File: config.mk
export PLATFORM = sky130hd
export DESIGN_NAME = rfc_classifier
export DESIGN_NICKNAME = d
export VERILOG_FILES = /design/src/rtl/rfc_pkg.sv /design/src/rtl/rfc_frame_buf.sv /design/src/rtl/rfc_hdr_parse.sv /design/src/rtl/rfc_egress.sv /design/src/rtl/rfc_classifier.sv
export SDC_FILE = /design/constraint.sdc
export NUM_CORES = 1
export LEC_CHECK = 0
export ABC_AREA = 1
export CAP_MARGIN = 20
export CORE_MARGIN = 2
export CORE_UTILIZATION = 51
export DETAILED_ROUTE_END_ITERATION = 10
export GPL_ROUTABILITY_DRIVEN = 0
export PLACE_DENSITY = 0.71
export SETUP_SLACK_MARGIN = 0.5
export SYNTH_ARGS = -nofsm -noshare
export SYNTH_HDL_FRONTEND = slang
export SYNTH_SLANG_ARGS = --single-unit
File: constraint.sdc
create_clock -name clk -period 4.7 [get_ports clk]
set_input_delay 0.94 -clock clk [delete_from_list [all_inputs] [get_ports clk]]
set_output_delay 0.94 -clock clk [all_outputs]
set_load 0.005 [all_outputs]
File: src/rtl/rfc_pkg.sv
package rfc_pkg;

  typedef enum logic [1:0] {
    RT_DROP = 2'd0,
    RT_CPU  = 2'd1,
    RT_VITA = 2'd2
  } route_e;

  // byte offsets inside a frame that the routing decision depends on
  localparam int OFF_ETYPE  = 12;
  localparam int ETH_HDR    = 14;
  localparam int OFF_VERIHL = 14;
  localparam int OFF_PROTO  = 23;
  localparam int OFF_DIP    = 30;
  localparam int OFF_DPORT  = 36;
  localparam int UDP_DATA   = 42;

  localparam logic [15:0] ETYPE_IPV4  = 16'h0800;
  localparam logic [7:0]  VERIHL_PLAIN = 8'h45;
  localparam logic [7:0]  PROTO_UDP   = 8'd17;

  // byte i (0 = most significant) of a 48-bit address
  function automatic logic [7:0] mac_byte(input logic [47:0] mac, input int unsigned i);
    return 8'(mac >> (8 * (5 - i)));
  endfunction

  // byte i (0 = most significant) of a 32-bit address
  function automatic logic [7:0] ip_byte(input logic [31:0] ip, input int unsigned i);
    return 8'(ip >> (8 * (3 - i)));
  endfunction

  // final routing decision for one frame
  function automatic route_e classify(input logic too_short, input logic oversize,
                                      input logic dst_ok, input logic udp_hit,
                                      input logic has_payload);
    if (too_short || oversize || !dst_ok) return RT_DROP;
    if (udp_hit && has_payload)           return RT_VITA;
    return RT_CPU;
  endfunction

endpackage

File: src/rtl/rfc_frame_buf.sv
module rfc_frame_buf #(
  parameter int DEPTH = 128,
  localparam int AW = $clog2(DEPTH)
) (
  input  logic          clk,
  input  logic          wr_en,
  input  logic [AW-1:0] wr_addr,
  input  logic [7:0]    wr_data,
  input  logic [AW-1:0] rd_addr,
  output logic [7:0]    rd_data
);

  logic [7:0] mem [DEPTH];

  always_ff @(posedge clk) begin
    if (wr_en) mem[wr_addr] <= wr_data;
  end

  assign rd_data = mem[rd_addr];

endmodule

File: src/rtl/rfc_hdr_parse.sv
module rfc_hdr_parse
  import rfc_pkg::*;
#(
  parameter int DEPTH = 128,
  localparam int AW    = $clog2(DEPTH),
  localparam int IDX_W = AW + 1
) (
  input  logic             clk,
  input  logic             rst_n,
  input  logic             beat,
  input  logic [7:0]       data,
  input  logic             last,
  input  logic [47:0]      local_mac,
  input  logic [31:0]      local_ip,
  output logic [IDX_W-1:0] idx,
  output logic             wr_en,
  output logic             mac_ok_n,
  output logic             bc_ok_n,
  output logic [15:0]      etype_n,
  output logic             v4_ok_n,
  output logic             udp_n,
  output logic             ip_ok_n,
  output logic [15:0]      dport_n,
  output logic             ovf_n
);

  localparam logic [IDX_W-1:0] DEPTH_I = IDX_W'(DEPTH);
  localparam logic [IDX_W-1:0] I_MACEND = IDX_W'(6);
  localparam logic [IDX_W-1:0] I_ET0   = IDX_W'(OFF_ETYPE);
  localparam logic [IDX_W-1:0] I_ET1   = IDX_W'(OFF_ETYPE + 1);
  localparam logic [IDX_W-1:0] I_VIHL  = IDX_W'(OFF_VERIHL);
  localparam logic [IDX_W-1:0] I_PROTO = IDX_W'(OFF_PROTO);
  localparam logic [IDX_W-1:0] I_DIP0  = IDX_W'(OFF_DIP);
  localparam logic [IDX_W-1:0] I_DIP3  = IDX_W'(OFF_DIP + 3);
  localparam logic [IDX_W-1:0] I_DP0   = IDX_W'(OFF_DPORT);
  localparam logic [IDX_W-1:0] I_DP1   = IDX_W'(OFF_DPORT + 1);

  logic        mac_ok, bc_ok, v4_ok, udp, ip_ok, ovf;
  logic [15:0] etype, dport;
  logic        in_mac, in_dip;

  assign in_mac = (idx < I_MACEND);
  assign in_dip = (idx >= I_DIP0) && (idx <= I_DIP3);
  assign wr_en  = beat && (idx < DEPTH_I);

  // field values including the byte currently on the input
  always_comb begin
    mac_ok_n = mac_ok;
    bc_ok_n  = bc_ok;
    etype_n  = etype;
    v4_ok_n  = v4_ok;
    udp_n    = udp;
    ip_ok_n  = ip_ok;
    dport_n  = dport;
    ovf_n    = ovf | (idx == DEPTH_I);
    if (in_mac) begin
      mac_ok_n = mac_ok & (data == mac_byte(local_mac, 32'(idx)));
      bc_ok_n  = bc_ok  & (data == 8'hFF);
    end
    if (idx == I_ET0)   etype_n = {data, etype[7:0]};
    if (idx == I_ET1)   etype_n = {etype[15:8], data};
    if (idx == I_VIHL)  v4_ok_n = (data == VERIHL_PLAIN);
    if (idx == I_PROTO) udp_n   = (data == PROTO_UDP);
    if (in_dip)         ip_ok_n = ip_ok & (data == ip_byte(local_ip, 32'(idx - I_DIP0)));
    if (idx == I_DP0)   dport_n = {data, dport[7:0]};
    if (idx == I_DP1)   dport_n = {dport[15:8], data};
  end

  always_ff @(posedge clk) begin
    if (!rst_n || (beat && last)) begin
      idx    <= '0;
      mac_ok <= 1'b1;
      bc_ok  <= 1'b1;
      etype  <= '0;
      v4_ok  <= 1'b0;
      udp    <= 1'b0;
      ip_ok  <= 1'b1;
      dport  <= '0;
      ovf    <= 1'b0;
    end else if (beat) begin
      idx    <= (idx == DEPTH_I) ? idx : idx + 1'b1;
      mac_ok <= mac_ok_n;
      bc_ok  <= bc_ok_n;
      etype  <= etype_n;
      v4_ok  <= v4_ok_n;
      udp    <= udp_n;
      ip_ok  <= ip_ok_n;
      dport  <= dport_n;
      ovf    <= ovf_n;
    end
  end

  AST_IDX_BOUND: assert property (@(posedge clk) disable iff (!rst_n) idx <= DEPTH_I);

endmodule

File: src/rtl/rfc_egress.sv
module rfc_egress
  import rfc_pkg::*;
#(
  parameter int DEPTH = 128,
  localparam int AW    = $clog2(DEPTH),
  localparam int IDX_W = AW + 1
) (
  input  logic             clk,
  input  logic             rst_n,
  input  logic             start,
  input  route_e           start_route,
  input  logic [IDX_W-1:0] start_len,
  input  logic [15:0]      start_etype,
  output logic [AW-1:0]    rd_addr,
  input  logic [7:0]       rd_data,
  output logic             busy,
  output logic             vita_valid,
  output logic [7:0]       vita_data,
  output logic             vita_last,
  output logic             cpu_valid,
  output logic [7:0]       cpu_data,
  output logic             cpu_last
);

  localparam logic [IDX_W-1:0] HDR_PTR  = IDX_W'(ETH_HDR);
  localparam logic [IDX_W-1:0] VITA_PTR = IDX_W'(UDP_DATA);

  route_e           route_q;
  logic [IDX_W-1:0] ptr, ptr_n, len_q;
  logic [1:0]       pre, pre_n;
  logic [15:0]      etype_q;
  logic [7:0]       emit_byte;
  logic             emit_last;

  assign rd_addr = ptr[AW-1:0];

  // next byte to present: pending Ethertype prefix first, then stored bytes
  always_comb begin
    emit_byte = rd_data;
    emit_last = (ptr == len_q - 1'b1);
    ptr_n     = ptr + 1'b1;
    pre_n     = pre;
    if (pre == 2'd2) begin
      emit_byte = etype_q[15:8];
      emit_last = 1'b0;
      ptr_n     = ptr;
      pre_n     = 2'd1;
    end else if (pre == 2'd1) begin
      emit_byte = etype_q[7:0];
      emit_last = (ptr == len_q);
      ptr_n     = ptr;
      pre_n     = 2'd0;
    end
  end

  always_ff @(posedge clk) begin
    if (!rst_n) begin
      busy       <= 1'b0;
      route_q    <= RT_DROP;
      ptr        <= '0;
      len_q      <= '0;
      pre        <= '0;
      etype_q    <= '0;
      vita_valid <= 1'b0;
      vita_data  <= '0;
      vita_last  <= 1'b0;
      cpu_valid  <= 1'b0;
      cpu_data   <= '0;
      cpu_last   <= 1'b0;
    end else begin
      vita_valid <= 1'b0;
      cpu_valid  <= 1'b0;
      if (start) begin
        busy    <= 1'b1;
        route_q <= start_route;
        len_q   <= start_len;
        etype_q <= start_etype;
        ptr     <= (start_route == RT_VITA) ? VITA_PTR : HDR_PTR;
        pre     <= (start_route == RT_CPU) ? 2'd2 : 2'd0;
      end else if (busy) begin
        if (route_q == RT_CPU) begin
          cpu_valid <= 1'b1;
          cpu_data  <= emit_byte;
          cpu_last  <= emit_last;
        end else begin
          vita_valid <= 1'b1;
          vita_data  <= emit_byte;
          vita_last  <= emit_last;
        end
        ptr <= ptr_n;
        pre <= pre_n;
        if (emit_last) busy <= 1'b0;
      end
    end
  end

  AST_ONE_PATH: assert property (@(posedge clk) disable iff (!rst_n) !(cpu_valid && vita_valid));
  AST_CPU_END: assert property (@(posedge clk) disable iff (!rst_n) (cpu_valid && cpu_last) |=> !cpu_valid);
  AST_VITA_END: assert property (@(posedge clk) disable iff (!rst_n) (vita_valid && vita_last) |=> !vita_valid);
  AST_START_IDLE: assert property (@(posedge clk) disable iff (!rst_n) start |-> !busy);

endmodule

File: src/rtl/rfc_classifier.sv
module rfc_classifier
  import rfc_pkg::*;
#(
  parameter int          DEPTH     = 128,
  parameter int          CNT_W     = 16,
  parameter logic [15:0] VITA_PORT = 16'd1000
) (
  input  logic             clk,
  input  logic             rst_n,
  input  logic [47:0]      local_mac,
  input  logic [31:0]      local_ip,
  input  logic             in_valid,
  input  logic [7:0]       in_data,
  input  logic             in_last,
  output logic             in_ready,
  output logic             vita_valid,
  output logic [7:0]       vita_data,
  output logic             vita_last,
  output logic             cpu_valid,
  output logic [7:0]       cpu_data,
  output logic             cpu_last,
  input  logic             cpu_frame_done,
  output logic [CNT_W-1:0] done_count
);

  localparam int AW    = $clog2(DEPTH);
  localparam int IDX_W = AW + 1;
  localparam logic [IDX_W-1:0] MIN_IDX  = IDX_W'(ETH_HDR - 1);
  localparam logic [IDX_W-1:0] DATA_IDX = IDX_W'(UDP_DATA);

  logic             beat, frame_end, busy, wr_en;
  logic [IDX_W-1:0] idx;
  logic             mac_ok_n, bc_ok_n, v4_ok_n, udp_n, ip_ok_n, ovf_n;
  logic [15:0]      etype_n, dport_n;
  logic             udp_hit;
  route_e           route;
  logic [AW-1:0]    rd_addr;
  logic [7:0]       rd_data;

  assign in_ready  = !busy;
  assign beat      = in_valid && in_ready;
  assign frame_end = beat && in_last;

  rfc_hdr_parse #(.DEPTH(DEPTH)) u_parse (
    .clk(clk), .rst_n(rst_n), .beat(beat), .data(in_data), .last(in_last),
    .local_mac(local_mac), .local_ip(local_ip), .idx(idx), .wr_en(wr_en),
    .mac_ok_n(mac_ok_n), .bc_ok_n(bc_ok_n), .etype_n(etype_n), .v4_ok_n(v4_ok_n),
    .udp_n(udp_n), .ip_ok_n(ip_ok_n), .dport_n(dport_n), .ovf_n(ovf_n)
  );

  rfc_frame_buf #(.DEPTH(DEPTH)) u_buf (
    .clk(clk), .wr_en(wr_en), .wr_addr(idx[AW-1:0]), .wr_data(in_data),
    .rd_addr(rd_addr), .rd_data(rd_data)
  );

  assign udp_hit = (etype_n == ETYPE_IPV4) && v4_ok_n && udp_n && ip_ok_n &&
                   (dport_n == VITA_PORT);

  // idx holds the index of the last byte; length is idx + 1
  assign route = classify(idx < MIN_IDX, ovf_n, mac_ok_n || bc_ok_n, udp_hit,
                          idx >= DATA_IDX);

  rfc_egress #(.DEPTH(DEPTH)) u_egress (
    .clk(clk), .rst_n(rst_n), .start(frame_end && (route != RT_DROP)),
    .start_route(route), .start_len(idx + 1'b1), .start_etype(etype_n),
    .rd_addr(rd_addr), .rd_data(rd_data), .busy(busy),
    .vita_valid(vita_valid), .vita_data(vita_data), .vita_last(vita_last),
    .cpu_valid(cpu_valid), .cpu_data(cpu_data), .cpu_last(cpu_last)
  );

  always_ff @(posedge clk) begin
    if (!rst_n)              done_count <= '0;
    else if (cpu_frame_done) done_count <= done_count + 1'b1;
  end

  AST_CMD_STEP: assert property (@(posedge clk) disable iff (!rst_n) cpu_frame_done |=> done_count == $past(done_count) + 1'b1);
  AST_DROP_SILENT: assert property (@(posedge clk) disable iff (!rst_n) (frame_end && route == RT_DROP) |=> !(cpu_valid || vita_valid));
  AST_STALL_MIDFRAME: assert property (@(posedge clk) disable iff (!rst_n) ((cpu_valid && !cpu_last) || (vita_valid && !vita_last)) |-> !in_ready);

endmodule

==> results.json, run 1 <==
{
  "hold_depth": 1,
  "htreeDepth": 3,
  "cap_violations": 0,
  "clockRootBuffer": "clkbuf_16",
  "worstRegToRegCells": 21,
  "fmax_mhz": 263,
  "ios": 130,
  "grt_overflow_total": 0,
  "wl_um": 124000,
  "multi_input_area_um2": 12800,
  "cp-start-kind": "flip-flop",
  "cts_hold_buffers": 0,
  "synth-seq-cells": 1150,
  "core_um2": 93300,
  "synth_area_per_cell_um2": 11.4,
  "area_delta_synth_final_pct": 12.8,
  "drc": 0,
  "antenna_found_initial": 1,
  "cts_resized": 0,
  "crit_path_frequent_cell": "nand2_1",
  "rsz0062_at_grt": "yes",
  "dieArea_um2": 96700,
  "peakVddDrop_v": 0.000311,
  "port_buffers": 129,
  "firstDrtPassIters": 6,
  "reg2reg_from": "u_parse.idx[2]",
  "die_h_um": 311,
  "r2r-end": "u_parse.ip_ok",
  "grt_pass1_wl_um": 190000,
  "required_ns": 5.24,
  "clk_latency_ns": 0.68,
  "finalCritPeriodShare_pct": 80.9,
  "arrival_ns": 4.34,
  "hold_start": "done_count[15]",
  "final_nets": 4347,
  "initial_core_util_pct": 51.5,
  "grt_usage_pct": 25.2,
  "clk_path_buf_depth": 3,
  "cts_buffers": 111,
  "die-width_um": 311,
  "dp_hpwl_um": 72500,
  "cts_tree": "yes",
  "tightest_slew_ns": 1.13,
  "hold_viol_final": 0,
  "setup_viol": 0,
  "relSlewSlack_pct": 24.9,
  "fin_skew_ns": 0.0211,
  "post_cts_buffers": 0,
  "hold_path.class": "flip-flop to flip-flop",
  "power.leakage_nw": 18.3,
  "avgViaCountPerCell": 5.99,
  "num-fill-cells": 7518,
  "ff_latch_area_um2": 33300,
  "crit_chain": "inv_1, ha_1, buf_4, inv_1, ha_1, nand3_1, and2b_1, nand3_1, ha_1, nand2_1, nor4_1, nand2_1, nor2_4, nand3_1, xor2_1, nand2_1, nor2_1, nand2_1, nand3_1, nand2_1, nand2_1",
  "tns_ns": 0,
  "worstSetupPathType": "flip-flop to flip-flop",
  "cp-end-kind": "flip-flop",
  "crit_buf_inv": 3,
  "route.vias.total": 33400,
  "status": "finished clean",
  "slowest_delay_ns": 0.49,
  "ys_types": 45,
  "drtAntennaViolNets": 0,
  "grt_max_degree": 169,
  "cpMaxStageDelayCell": "dfxtp_1",
  "path_max_fanout": 15,
  "final_common_cell": "edfxtp_1",
  "yosys_warnings": 0,
  "crit_family": "simple AND/OR/NAND/NOR gates",
  "clkSinkCount": 1150,
  "netlist_area_um2": 48100,
  "rows": 112,
  "path_clk_slew_ns": 0.06,
  "final_max_slew_viol_count": 0,
  "whs_ns": 0.454,
  "initialDrtViolationCount": 3905,
  "yosysSeqAreaShare_pct": 69.2,
  "fin_crit_ns": 3.80,
  "r2r_slack_ns": 0.90,
  "drive_above_1_share_pct": 6.64,
  "powerDensity_nw_per_um2": 427,
  "worstHoldEndpoint": "done_count[15]",
  "netlist_instances": 4207,
  "syn_nets": 4320,
  "first_global_vias": 32100,
  "final_cell_mix": "1,024 x edfxtp_1, 778 x nor2_1, 575 x o21ai_0, 354 x nand2_1, 199 x inv_1",
  "routedWlPerCell_um": 22.3
}
[flip-flops by register name, summed over array words and instances, names as in the netlist, 2 cells and up, named ones only]
register            flops
u_egress.pre            2
u_egress.route_q        2
u_parse.etype          16
u_buf.mem            1024
u_egress.ptr            8
done_count             16
u_egress.etype_q       16
u_parse.dport          16
u_parse.idx             8
u_egress.vita_data      8
u_egress.len_q          8
u_egress.cpu_data       8
[cell usage after synthesis, drive strengths merged]
cell,n,area share (%)
ha,20,0.52
xor2,29,0.53
o211ai,137,2.1
or2,9,0.12
edfxtp,1024,64
dfxtp,126,5.2
o2111ai,1,0.018
nand3,193,2.0
nor3b,4,0.062
o31ai,1,0.016
o221ai,88,1.6
a31oi,3,0.039
clkinv,2,0.026
a211oi,9,0.14
nand4,26,0.34
nand3b,3,0.047
and2b,1,0.016
inv,208,1.6
o22ai,172,2.2
clkbuf,218,1.7
xnor2,6,0.11
a31o,9,0.16
o21a,18,0.28
buf,68,0.72
nor4,4,0.065
nand2,360,2.9
o21ai,611,6.4
nor2,782,6.2
nor3,13,0.17
a21oi,62,0.65
[through the flow]
stage / power, mW / util (%) / instance area [µm²] / std cells / setup slack (ns)
CTS: 23.2 / 58.0 / 54200 / 5577 / 0.588
global route: 23.9 / 58.1 / 54200 / 5579 / 0.466
detailed placement: 14.2 / 54.1 / 50500 / 5373 / 0.604
finish: 23.2 / 58.1 / 54200 / 5580 / 0.898
global placement: 14.2 / 54.1 / 50500 / 5373 / 0.742
floorplan: 13.2 / - / 48100 / 4207 / 1.15
[layout make-up]
class | count | area share (%)
clock buffers | 129 | 5.36
diodes | 1 | 0.00462
clock inverters | 75 | 1.48
repair buffers | 200 | 3.66
flip-flops and latches | 1150 | 61.4
well taps | 1254 | 2.89
multi-input cells | 2561 | 23.7
inverters | 210 | 1.49
[report_power, final]
part | internal [mW] | switching (mW) | total, mW
clock | 5.29 | 3.80 | 9.10
sequential | 11.2 | 0.102 | 11.3
combinational | 0.812 | 1.95 | 2.76
total | 17.3 | 5.85 | 23.2
[worst max-delay path by stage]
stage,slack [ns],depth (start not counted),from,endpoint
final,0.90,21,u_parse.idx[2],u_parse.ip_ok
after CTS,0.59,21,u_parse.idx[2],u_parse.ip_ok
after global routing,0.47,22,u_parse.idx[2],u_parse.ip_ok
after detailed placement,0.60,21,u_parse.idx[2],u_parse.ip_ok
after global placement,0.74,21,u_parse.idx[2],u_parse.ip_ok
after floorplan,1.15,24,u_parse.idx[1],u_parse.ip_ok
[per-layer routing]
layer,global-route usage (%),wire (µm)
met3,4.47,11300
met1,34.4,50100
met2,40.6,58700
met5,0,0
met4,9.51,4320
[logic make-up (layout without fill, tap and decap cells)]
kind of cell / count (synthesis) / after routing / synth area share (%)
AO/OA/AOI/OAI: 1111 / 1111 / 13.7
XOR/XNOR: 35 / 35 / 0.638
adder cells (fa/ha/maj): 20 / 20 / 0.521
buffers and inverters: 496 / 614 / 4.07
flip-flops: 1150 / 1150 / 69.2
other: 0 / 1 / 0
AND/OR/NAND/NOR: 1395 / 1395 / 11.9
No activity file was read; power rests on OpenSTA's default activity.
==> run 2, diff against run 1 <==
--- a/config.mk
+++ b/config.mk
@@ -11,7 +11,7 @@
 export CORE_UTILIZATION = 51
 export DETAILED_ROUTE_END_ITERATION = 10
 export GPL_ROUTABILITY_DRIVEN = 0
-export PLACE_DENSITY = 0.71
+export PLACE_DENSITY = 0.73
 export SETUP_SLACK_MARGIN = 0.5
 export SYNTH_ARGS = -nofsm -noshare
 export SYNTH_HDL_FRONTEND = slang
==> constraint.sdc (replaced) <==
create_clock -name clk -period 3.4 [get_ports clk]
set_input_delay 0.68 -clock clk [delete_from_list [all_inputs] [get_ports clk]]
set_output_delay 0.68 -clock clk [all_outputs]
set_load 0.005 [all_outputs]
==> run 2 against run 1 <==
Net effect:
- sequential cell count stayed put
- sequential share of layout area is 2.1 points lower
- global-route usage is 0.56 points higher
- count of clock-buffer cells in the layout is 21 higher
- hold slack worse by 0.075 ns
- critical path depth is 2 higher
- register-to-register slack worse by 0.62 ns
- critical endpoint unchanged
- highest routed layer unchanged
==> results.json, run 2 (synthesis results as in run 1) <==
{
  "status": "finished clean",
  "rows": 112,
  "relSlewSlack_pct": 26.5,
  "rsz0062_at_grt": "yes",
  "dp_cells": 5547,
  "required_ns": 4.03,
  "avgViaCountPerCell": 5.98,
  "clk_latency_ns": 0.70,
  "antenna_found_initial": 1,
  "cp-end-kind": "flip-flop",
  "powerDensity_nw_per_um2": 566,
  "ios": 130,
  "n_antenna_cell": 0,
  "initial_core_util_pct": 51.5,
  "final_cell_mix": "1,024 x edfxtp_1, 774 x nor2_1, 566 x o21ai_0, 340 x nand2_1, 241 x buf_4",
  "drive_above_1_share_pct": 12.1,
  "final_common_cell": "edfxtp_1",
  "worstSetupPathType": "flip-flop to flip-flop",
  "tns_ns": 0,
  "grt_pass1_wl_um": 194000,
  "cts_buffers": 112,
  "final_max_slew_viol_count": 0,
  "arrival_ns": 3.75,
  "fin_skew_ns": 0.0263,
  "routedWlPerCell_um": 22.2,
  "finalCritPeriodShare_pct": 91.7,
  "clockRootBuffer": "clkbuf_16",
  "clkSinkCount": 1150,
  "port_buffers": 129,
  "initialDrtViolationCount": 3992,
  "first_global_vias": 33100,
  "top_register": "u_buf.mem",
  "fmax_mhz": 321,
  "hold_path.class": "input port to flip-flop",
  "cts_tree": "yes",
  "path_max_fanout": 5,
  "wl_um": 128000,
  "setup_slack_ns": 0.281,
  "drc": 0,
  "dieArea_um2": 96700,
  "drtAntennaViolNets": 0,
  "num-fill-cells": 7330,
  "power_mw": 31.8,
  "fin_crit_ns": 3.12,
  "post-place-ws_ns": 0.0558,
  "largest_reg_flops": 1024,
  "power.leakage_nw": 19.5,
  "die_h_um": 311,
  "grt_max_degree": 129,
  "grt_overflow_total": 0,
  "path_clk_slew_ns": 0.06,
  "area_delta_synth_final_pct": 16.8,
  "clk_path_buf_depth": 3,
  "route.vias.total": 34600,
  "htreeDepth": 3,
  "setup_viol": 0,
  "die-width_um": 311,
  "cp-start-kind": "flip-flop",
  "dp_hpwl_um": 74800,
  "cap_violations": 0,
  "core_um2": 93300,
  "utilization_pct": 60.2,
  "peakVddDrop_v": 0.000432,
  "final_nets": 4554,
  "final_cells": 5783,
  "hold_viol_final": 0,
  "tightest_slew_ns": 1.10,
  "cts_hold_buffers": 0,
  "grt_usage_pct": 25.8,
  "firstDrtPassIters": 6
}
## run 2: cell count changes in the layout (fill, tap and decap cells not counted), sizes merged
| cell | change |
|---|---|
| clkinv | -16 |
| clkbuf | +22 |
| nor2 | +1 |
| bufinv | -10 |
| inv | +3 |
| buf | +203 |
| diode | -1 |
| bufbuf | +1 |
## run 2: through the flow
step	cell area [µm²]	hold WS, ns
after floorplan	48200	0.406
after CTS	55800	0.359
after detailed placement	52000	0.452
after global placement	52000	0.439
final	56100	0.379
after global routing	56100	0.366
## run 2: final cells by class
type | instances | area [µm²] | share of cell area (%)
Clock inverter | 52 | 465 | 0.829
Sequential cell | 1150 | 33300 | 59.3
Timing Repair Buffer | 405 | 3840 | 6.84
Multi-Input combinational cell | 2562 | 13100 | 23.4
Clock buffer | 150 | 3020 | 5.38
Tap cell | 1254 | 1570 | 2.79
Inverter | 210 | 830 | 1.48
## run 2: path summary, 6_finish.rpt
check,depth (start not counted),slack [ns],to,from
worst max register to register,23,0.28,u_parse.ip_ok,u_parse.idx[2]
worst max-delay path,23,0.28,u_parse.ip_ok,u_parse.idx[2]
worst min register to register,2,0.47,u_egress.route_q[0],u_egress.route_q[0]
worst min-delay path,1,0.38,u_buf.mem[40][2],in_data[2]
## run 2: power by group
group | internal, mW | switching, mW
combinational | 1.37 | 2.94
clock | 6.69 | 5.19
sequential | 15.5 | 0.107
## run 2: worst max-delay path, cell delays in order (launching register included)
cell	delay [ns]
dfxtp_4	0.36
buf_6	0.12
inv_8	0.03
ha_4	0.21
inv_4	0.07
ha_4	0.13
nand3_2	0.08
and2b_2	0.30
nand3_4	0.11
ha_4	0.17
nor2_2	0.09
nand2_1	0.06
nor4_2	0.27
nand2_2	0.13
nor2_4	0.21
buf_6	0.15
nand3_2	0.07
nand2_2	0.09
nand4_1	0.07
nor2_1	0.10
nand2_1	0.06
nand3_1	0.07
nand2_1	0.06
nand2_1	0.05
## run 2: timing repair
action,CTS,global route
pin swaps,16,17
endpoints found under the setup margin,49,59
buffers inserted,17,12
gates cloned,2,3
resized for setup,40,51
## run 2: metal layers
| layer | routed length [µm] | track usage (%) | vias up |
|---|---|---|---|
| met3 | 12000 | 4.21 | 314 |
| met4 | 4980 | 10.3 | 0 |
| met5 | 0 | 0 | - |
| li1 | - | - | 15700 |
| met1 | 50400 | 34.4 | 16700 |
| met2 | 60900 | 42.3 | 1846 |
